===== config.mk =====
export PLATFORM = sky130hd
export DESIGN_NAME = dual_bank_regport
export DESIGN_NICKNAME = d
export VERILOG_FILES = /design/src/rtl/regport_pkg.sv /design/src/rtl/regport_regfile.sv /design/src/rtl/regport_bank.sv /design/src/rtl/dual_bank_regport.sv
export SDC_FILE = /design/constraint.sdc
export NUM_CORES = 1
export LEC_CHECK = 0
export CORE_MARGIN = 4
export CORE_UTILIZATION = 56
export DETAILED_ROUTE_END_ITERATION = 8
export PLACE_DENSITY = 0.76
export SYNTH_ARGS = -nofsm -noshare
export SYNTH_HDL_FRONTEND = slang
export SYNTH_SLANG_ARGS = --single-unit
export TNS_END_PERCENT = 10

===== constraint.sdc =====
create_clock -name clk -period 3.66 [get_ports clk]
set_clock_uncertainty 0.05 [all_clocks]
set_input_delay 0.732 -clock clk [delete_from_list [all_inputs] [get_ports clk]]
set_output_delay 0.732 -clock clk [all_outputs]
set_load 0.02 [all_outputs]

===== src/rtl/regport_pkg.sv =====
package regport_pkg;

    // Phase of one bank's command/data sequence.
    typedef enum logic [1:0] {
        PH_IDLE = 2'd0,  // no open command
        PH_LO   = 2'd1,  // index latched, first data phase pending
        PH_HI   = 2'd2   // 32-bit register, upper half pending
    } phase_e;

    localparam int unsigned NUM_BANKS = 2;

endpackage


===== src/rtl/regport_regfile.sv =====
module regport_regfile #(
    parameter int unsigned DW     = 16,
    parameter int unsigned IW     = 8,
    parameter int unsigned N16    = 4,
    parameter int unsigned N32    = 2,
    parameter int unsigned BASE32 = 16
) (
    input  logic            clk,
    input  logic            rst_n,
    input  logic            wr_en,
    input  logic [IW-1:0]   wr_idx,
    input  logic [2*DW-1:0] wr_data,
    input  logic [IW-1:0]   rd_idx,
    output logic [2*DW-1:0] rd_word,
    output logic            rd_known,
    output logic            rd_wide
);

    localparam int unsigned WW = 2 * DW;

    logic [DW-1:0] narrow_q [N16];
    logic [WW-1:0] wide_q   [N32];

    always_ff @(posedge clk) begin
        if (!rst_n) begin
            for (int i = 0; i < N16; i++) narrow_q[i] <= '0;
            for (int j = 0; j < N32; j++) wide_q[j]   <= '0;
        end else if (wr_en) begin
            for (int i = 0; i < N16; i++)
                if (wr_idx == IW'(i)) narrow_q[i] <= wr_data[DW-1:0];
            for (int j = 0; j < N32; j++)
                if (wr_idx == IW'(BASE32 + j)) wide_q[j] <= wr_data;
        end
    end

    always_comb begin
        rd_word  = '0;
        rd_known = 1'b0;
        rd_wide  = 1'b0;
        for (int i = 0; i < N16; i++)
            if (rd_idx == IW'(i)) begin
                rd_word  = {{DW{1'b0}}, narrow_q[i]};
                rd_known = 1'b1;
            end
        for (int j = 0; j < N32; j++)
            if (rd_idx == IW'(BASE32 + j)) begin
                rd_word  = wide_q[j];
                rd_known = 1'b1;
                rd_wide  = 1'b1;
            end
    end

    // A register only moves when its own index is written.
    for (genvar g = 0; g < N16; g++) begin : g_chk16
        assert_hold16_R5: assert property (@(posedge clk) disable iff (!rst_n)
            !(wr_en && wr_idx == IW'(g)) |=> $stable(narrow_q[g]));
    end
    for (genvar h = 0; h < N32; h++) begin : g_chk32
        assert_hold32_R6: assert property (@(posedge clk) disable iff (!rst_n)
            !(wr_en && wr_idx == IW'(BASE32 + h)) |=> $stable(wide_q[h]));
    end

endmodule


===== src/rtl/regport_bank.sv =====
module regport_bank
    import regport_pkg::*;
#(
    parameter int unsigned DW     = 16,
    parameter int unsigned IW     = 8,
    parameter int unsigned N16    = 4,
    parameter int unsigned N32    = 2,
    parameter int unsigned BASE32 = 16
) (
    input  logic          clk,
    input  logic          rst_n,
    input  logic          cmd_wr,
    input  logic          dat_wr,
    input  logic          dat_rd,
    input  logic [DW-1:0] din,
    output logic [DW-1:0] rd_half
);

    phase_e          st_q, st_d;
    logic [IW-1:0]   idx_q;
    logic [DW-1:0]   lo_q;
    logic [2*DW-1:0] rf_word;
    logic            rf_known, rf_wide;
    logic            rf_we;
    logic [2*DW-1:0] rf_data;
    logic            dat_any;

    assign dat_any = dat_wr | dat_rd;

    regport_regfile #(
        .DW(DW), .IW(IW), .N16(N16), .N32(N32), .BASE32(BASE32)
    ) u_rf (
        .clk     (clk),
        .rst_n   (rst_n),
        .wr_en   (rf_we),
        .wr_idx  (idx_q),
        .wr_data (rf_data),
        .rd_idx  (idx_q),
        .rd_word (rf_word),
        .rd_known(rf_known),
        .rd_wide (rf_wide)
    );

    // Next-state logic.
    always_comb begin
        st_d = st_q;
        if (cmd_wr) begin
            st_d = PH_LO;                                     // CMD
        end else if (dat_any) begin
            unique case (st_q)
                PH_IDLE: st_d = PH_IDLE;                      // STAY
                PH_LO:   st_d = (rf_known && rf_wide) ? PH_HI // WIDE
                                                      : PH_IDLE; // NARROW
                PH_HI:   st_d = PH_IDLE;                      // CLOSE
                default: st_d = PH_IDLE;
            endcase
        end
    end

    // State, index and low-half staging registers.
    always_ff @(posedge clk) begin
        if (!rst_n) begin
            st_q  <= PH_IDLE;
            idx_q <= '0;
            lo_q  <= '0;
        end else begin
            st_q <= st_d;
            if (cmd_wr) idx_q <= din[IW-1:0];
            if (dat_wr && st_q == PH_LO) lo_q <= din;
        end
    end

    // Outputs: register-file write and read half selection.
    always_comb begin
        rf_we   = 1'b0;
        rf_data = {{DW{1'b0}}, din};
        rd_half = '0;
        unique case (st_q)
            PH_IDLE: ;
            PH_LO: begin
                rf_we   = dat_wr && !cmd_wr && rf_known && !rf_wide;
                rd_half = rf_known ? rf_word[DW-1:0] : '0;
            end
            PH_HI: begin
                rf_we   = dat_wr && !cmd_wr;
                rf_data = {din, lo_q};
                rd_half = rf_word[2*DW-1:DW];
            end
            default: ;
        endcase
    end

    assert_cmd_arms_R4: assert property (@(posedge clk) disable iff (!rst_n)
        cmd_wr |=> st_q == PH_LO);

    assert_hi_closes_R7: assert property (@(posedge clk) disable iff (!rst_n)
        (st_q == PH_HI && dat_any && !cmd_wr) |=> st_q == PH_IDLE);

    assert_idle_holds_R8: assert property (@(posedge clk) disable iff (!rst_n)
        (st_q == PH_IDLE && !cmd_wr) |=> st_q == PH_IDLE);

endmodule


===== src/rtl/dual_bank_regport.sv =====
module dual_bank_regport
    import regport_pkg::*;
#(
    parameter int unsigned DW     = 16,
    parameter int unsigned IW     = 8,
    parameter int unsigned N16    = 4,
    parameter int unsigned N32    = 2,
    parameter int unsigned BASE32 = 16
) (
    input  logic          clk,
    input  logic          rst_n,
    input  logic          cs_n,
    input  logic          rd_n,
    input  logic          wr_n,
    input  logic [1:0]    addr,
    input  logic [DW-1:0] din,
    output logic [DW-1:0] dout
);

    logic          rd_q, wr_q;
    logic          rd_fall, wr_fall;
    logic [DW-1:0] half [NUM_BANKS];

    // Previous strobe samples for edge detection.
    always_ff @(posedge clk) begin
        if (!rst_n) begin
            rd_q <= 1'b1;
            wr_q <= 1'b1;
        end else begin
            rd_q <= rd_n;
            wr_q <= wr_n;
        end
    end

    assign rd_fall = rd_q & ~rd_n & ~cs_n;
    assign wr_fall = wr_q & ~wr_n & ~cs_n;

    for (genvar b = 0; b < NUM_BANKS; b++) begin : g_bank
        logic sel;
        assign sel = (addr[1] == b[0]);

        regport_bank #(
            .DW(DW), .IW(IW), .N16(N16), .N32(N32), .BASE32(BASE32)
        ) u_bank (
            .clk    (clk),
            .rst_n  (rst_n),
            .cmd_wr (wr_fall & sel & addr[0]),
            .dat_wr (wr_fall & sel & ~addr[0]),
            .dat_rd (rd_fall & sel & ~addr[0]),
            .din    (din),
            .rd_half(half[b])
        );
    end

    always_ff @(posedge clk) begin
        if (!rst_n)       dout <= '0;
        else if (rd_fall) dout <= addr[0] ? '0 : half[addr[1]];
    end

    assert_cs_ignored_R2: assert property (@(posedge clk) disable iff (!rst_n)
        cs_n |=> $stable(dout));

    assert_dout_hold_R13: assert property (@(posedge clk) disable iff (!rst_n)
        rd_n |=> $stable(dout));

endmodule


; Word-level counts from Yosys, hierarchy flattened
; Memory sizes are Yosys's and may differ from the RTL's.
; Cells that the tools add are included.
[word_totals]
register_bits = 70
ramBits = 256
input_bits = 23
out_inout_bits = 16
elab_cells = 190
n_memories = 4
[mem_list]
columns = memory, depth, word_bits, rd, rd_ports_with_merged_regs, write_ports, line
row1 = g_bank[0].u_bank.u_rf.narrow_q, 4, 16, 4, 0, 4, regport_regfile.sv:21  ; logic [DW-1:0] narrow_q [N16];
row2 = g_bank[0].u_bank.u_rf.wide_q, 2, 32, 2, 0, 2, regport_regfile.sv:22  ; logic [WW-1:0] wide_q [N32];
row3 = g_bank[1].u_bank.u_rf.narrow_q, 4, 16, 4, 0, 4, regport_regfile.sv:21
row4 = g_bank[1].u_bank.u_rf.wide_q, 2, 32, 2, 0, 2, regport_regfile.sv:22
[op_classes]
order_cmp = 1
n_eq_ne = 14
muxes = 105
bitwise = 35
n_reduce_logical = 20
[ops]
columns = operator, count
row1 = $mux 32, 16
row2 = $mux 16, 16
row3 = $mux 1, 65
row4 = $pmux 16 s2, 2
row5 = $eq 8x2->1 const B, 4
row6 = $eq 8x5->1 const B, 4
row7 = $eq 8x1->1 const B, 2
row8 = $logic_not 8->1, 2
row9 = $and 1x1->1, 14
row10 = $or 1x1->1, 14
row11 = $logic_and 1x1->1, 10
row12 = $mux 2, 4
row13 = $not 1->1, 6
row14 = $eq 2x1->1 const B, 2
row15 = $eq 2x2->1 const B, 2
row16 = $logic_not 1->1, 4
row17 = $pmux 1 s2, 2
row18 = $reduce_bool 2->1, 2
row19 = $reduce_or 2->1, 2
row20 = $ge 2x2->1 const B, 1
row21 = $not 1->2, 1

; Longest topological paths before layout
[depth]
depth_word = 14
depth_mapped = 9
mapped_depth_nobuf = 7

; Hierarchy
; From an unflattened synthesis, not the netlist that was laid out.
[hier_totals]
hier_cells = 1231
hier_area_um2 = 15652.5
[modules_own_cells]
columns = module, instances, cells_each, area_each_um2, seq_area_each_um2
row1 = regport_regfile (g_bank[0].u_bank.u_rf), 1, 442, 5859.4, 3843.7
row2 = regport_regfile (g_bank[1].u_bank.u_rf), 1, 342, 5606.6, 3843.7
row3 = regport_bank, 2, 188, 1645.3, 520.5
row4 = dual_bank_regport, 1, 71, 895.9, 360.3

; Least setup slack after synthesis
; OpenSTA, ideal clock, no wires.
[synth_timing]
path_kind = input -> register
from = input port addr[1]
to = memory g_bank[1].u_bank.u_rf.wide_q[0][0] in the netlist's numbering (enable)
setup_ps = 425
t_arrival_ps = 3298
required_ps = 3185
setup_slack_ps = -113
cell_stages = 7
path_buffers = 2
cell_sequence = buf_4 nor2b_1 nand3_1 nor3_4 clkbuf_1 inv_1 o21ai_1
[synth_rtl]
columns = item, line
row1 = start: declaration, dual_bank_regport.sv:15  ; input logic [1:0] addr,
row2 = end: declaration, regport_regfile.sv:22

==> flow_metrics.env <==
export IMPL_max_cap_violations=0
export IMPL_numPortBuffers=38
export IMPL_slew_limit_headroom_pct=18.6
export IMPL_crit_chain="clkdlybuf4s50_1 -> nor4b_4 -> nand3_2 -> nor4_4 -> inv_1 -> o21ai_4 -> buf_4"
export IMPL_power_w=0.00762
export IMPL_reg2reg_from="g_bank[0].u_bank.idx_q[1]"
export IMPL_switching_share_pct=20.9
export IMPL_p_clk_share_pct=41.4
export IMPL_p_seq_share_pct=54.0
export IMPL_dp_slack_ns=0.456
export IMPL_r2r_cells=6
export IMPL_grt_max_degree=40
export IMPL_io_pins=39
export IMPL_worstPathMaxFanout=20
export IMPL_n_antenna_cell=0
export IMPL_drc_errors=0
export IMPL_slowest_stage="clkdlybuf4s50_1"
export IMPL_first_pass_iters=7
export IMPL_core_area_sq_um=24500
export IMPL_hold_buffers=0
export IMPL_fin_crit_sh_pct=73.1
export IMPL_power_switching_w=0.00159
export IMPL_critPathTopFamily="buffers and inverters"
export IMPL_chipWidth_microns=167
export IMPL_seq_area_frac_synth_pct=64.5
export IMPL_powerDensity_nw_per_um2=480
export IMPL_overflow=0
export IMPL_vias=8867
export IMPL_crit_buf_inv=3
export IMPL_regArea_sq_um=9090
export IMPL_num_rows=57
export IMPL_synth_nets=1092
export IMPL_end_kind="flip-flop"
export IMPL_yosysMostFrequentCell="edfxtp_1"
export IMPL_r2r_slack_ns=1.11
export IMPL_critPathKind="primary input to flip-flop"
export IMPL_synth_common_cells="256 x edfxtp_1, 169 x nor2_1, 100 x nand2_1, 81 x mux2i_1, 70 x dfxtp_1"
export IMPL_cts_tree="yes"
export IMPL_totalWireLength_microns=31400
export IMPL_synth_edff_count=256
export IMPL_tightest_slew_ns=1.22
export IMPL_ant_nets=0
export IMPL_place_area_sq_um=14900
export IMPL_detail_route_wl_per_cell_microns=21.6
export IMPL_yosys_warnings=0
export IMPL_syn_cell_area_sq_um=14100
export IMPL_async_reset_ff_share_pct=0
export IMPL_fp_dieH_microns=167
export IMPL_dieArea_sq_um=27800
export IMPL_syn_area_per_cell_sq_um=13.2
export IMPL_period_needed_ns=2.68
export IMPL_clk_pin_slew_worst_paths_ns=0.06
export IMPL_postCtsSetupBuffers=0
export IMPL_antenna_found_initial=0
export IMPL_dp_hpwl_microns=21000
export IMPL_whs_ns=0.411
export IMPL_ys_flop_type="edfxtp_1"
export IMPL_detail_route_vias_per_cell=6.09
export IMPL_grt_use_total_pct=22.2
export IMPL_p_comb_share_pct=4.6
export IMPL_vdd_drop_max_v=0.000320
export IMPL_start_kind="primary input"
export IMPL_cts_root_buf="clkbuf_16"
export IMPL_grt_pass1_wl_microns=49100
export IMPL_max_stage_delay_ns=0.57
export IMPL_synth_cell_type_count=55
export IMPL_endpoint="g_bank[0].u_bank.u_rf.wide_q[0][25]"
export IMPL_fin_util_pct=64.7
export IMPL_post_cts_resize_count=0
export IMPL_syn_to_final_growth_pct=12.6
export IMPL_multi_input_area_sq_um=4650
export IMPL_gp_congestion=0.832
export IMPL_fillers=1820
export IMPL_final_area_sq_um=15900
export IMPL_internal_power_w=0.00603
export IMPL_outcome="complete, no violations"
export IMPL_reg2reg_to="g_bank[0].u_bank.u_rf.wide_q[0][25]"
export IMPL_hp_class="flip-flop to flip-flop"
export IMPL_grt_pass1_vias=8790
export IMPL_drive_above_1_share_pct=15.8
export IMPL_clock_path_buffers=3
export IMPL_cp_num_cells=7
export IMPL_max_freq_ghz=0.374
export IMPL_synthTopCellsByArea="edfxtp_1 55%, dfxtp_1 9.9%, mux2i_1 5.8%"
export IMPL_start_util_pct=57.4
export IMPL_worst_slack_ns=0.984
export IMPL_initialDrtViolationCount=1012
export IMPL_cts_buffers=31
export IMPL_syn_inst=1065
export IMPL_slew_violations=0
export IMPL_nets=1134
export IMPL_crit_path_start="addr[0]"
export IMPL_h_tree_depth=1
export IMPL_hold_viol_final=0
export IMPL_rsz0062_at_grt="no"
export IMPL_synth_largest_area_cell="edfxtp_1"
export IMPL_yosys_area_top_type_share_pct=54.6
export IMPL_cp_data_required_time_ns=3.83
export IMPL_cts_sinks=326
export IMPL_clk_latency_ns=0.55
export IMPL_ys_seq_elements=326
export IMPL_leakage_nw=5.58
export IMPL_setup_viol=0
export IMPL_cp_arrival_ns=2.85
state kept, by name (all words and copies together), names as in the netlist:
signal                       flops
g_bank.u_bank.u_rf.narrow_q    128
g_bank.u_bank.u_rf.wide_q      128
g_bank.u_bank.lo_q              32
dout                            16
g_bank.u_bank.idx_q             16
g_bank.u_bank.st_q               4
rd_q                             1
wr_q                             1
worst reg2reg max path, stage by stage, from the launching register on:
cell	delay, ns
dfxtp_1	0.68
nor2b_1	0.46
nand3_2	0.13
nor4_4	0.30
inv_1	0.13
o21ai_4	0.14
buf_4	0.31
cell type report:
cell class	instances	area share (%)
Sequential cell	326	57.3
Multi-Input combinational cell	659	29.3
Clock buffer	47	5.64
Timing Repair Buffer	77	4.21
Tap cell	324	2.55
Clock inverter	11	0.709
Inverter	12	0.284
how the worst min path moves through the flow:
stage / startpoint / to / slack, ns / depth (start not counted)
6_report: g_bank[1].u_bank.lo_q[8] / g_bank[1].u_bank.lo_q[8] / 0.41 / 2
3_3_place_gp: g_bank[1].u_bank.lo_q[11] / g_bank[1].u_bank.lo_q[11] / 0.39 / 2
2_1_floorplan: g_bank[1].u_bank.lo_q[11] / g_bank[1].u_bank.lo_q[11] / 0.38 / 2
5_1_grt: g_bank[0].u_bank.lo_q[6] / g_bank[0].u_bank.lo_q[6] / 0.43 / 2
3_5_place_dp: g_bank[1].u_bank.lo_q[8] / g_bank[1].u_bank.lo_q[8] / 0.41 / 2
4_1_cts: g_bank[1].u_bank.lo_q[8] / g_bank[1].u_bank.lo_q[8] / 0.41 / 2
power by group through the flow:
stage	clock network [W]	registers (W)	logic, W
floorplan	0	0.00418	0.000211
global placement	0	0.00419	0.000345
detailed placement	0	0.00419	0.000350
CTS	0.00318	0.00412	0.000351
global route	0.00334	0.00412	0.000376
finish	0.00315	0.00411	0.000351
stage by stage:
step,cells,TNS [ns]
2_1_floorplan,1065,-1.55
3_3_place_gp,1398,0
3_5_place_dp,1398,0
4_1_cts,1456,0
5_1_grt,1456,0
6_report,1456,0
layout by cell type, fill, tap and decap left out, types with 6 or more instances in the layout:
master,count
edfxtp_1,256
nor2_1,169
nand2_1,100
mux2i_1,81
dfxtp_1,68
mux2_2,46
buf_4,39
clkdlybuf4s50_1,37
and3_1,36
a21boi_0,32
clkbuf_16,31
a222oi_1,29
nor2b_1,26
a22oi_1,17
mux4_2,16
o211ai_1,15
o22ai_1,15
inv_1,10
nand3_1,10
clkbuf_1,10
clkbuf_8,6
cells by family after synthesis:
kind of cell | share of synthesized area (%)
flops | 64.5
compound gates | 7.09
mux | 12.0
simple gates | 13.4
buf+inv | 2.63
fa+ha+maj | 0.355
layer usage:
metal / wire length (microns) / up-vias / track usage (%)
li1: - / 4051 / -
met5: 0 / - / 0
met1: 13100 / 4418 / 31.5
met3: 2040 / 53 / 2.92
met2: 15500 / 345 / 36.6
met4: 761 / 0 / 6.05
No activity file was read; power rests on OpenSTA's default activity.
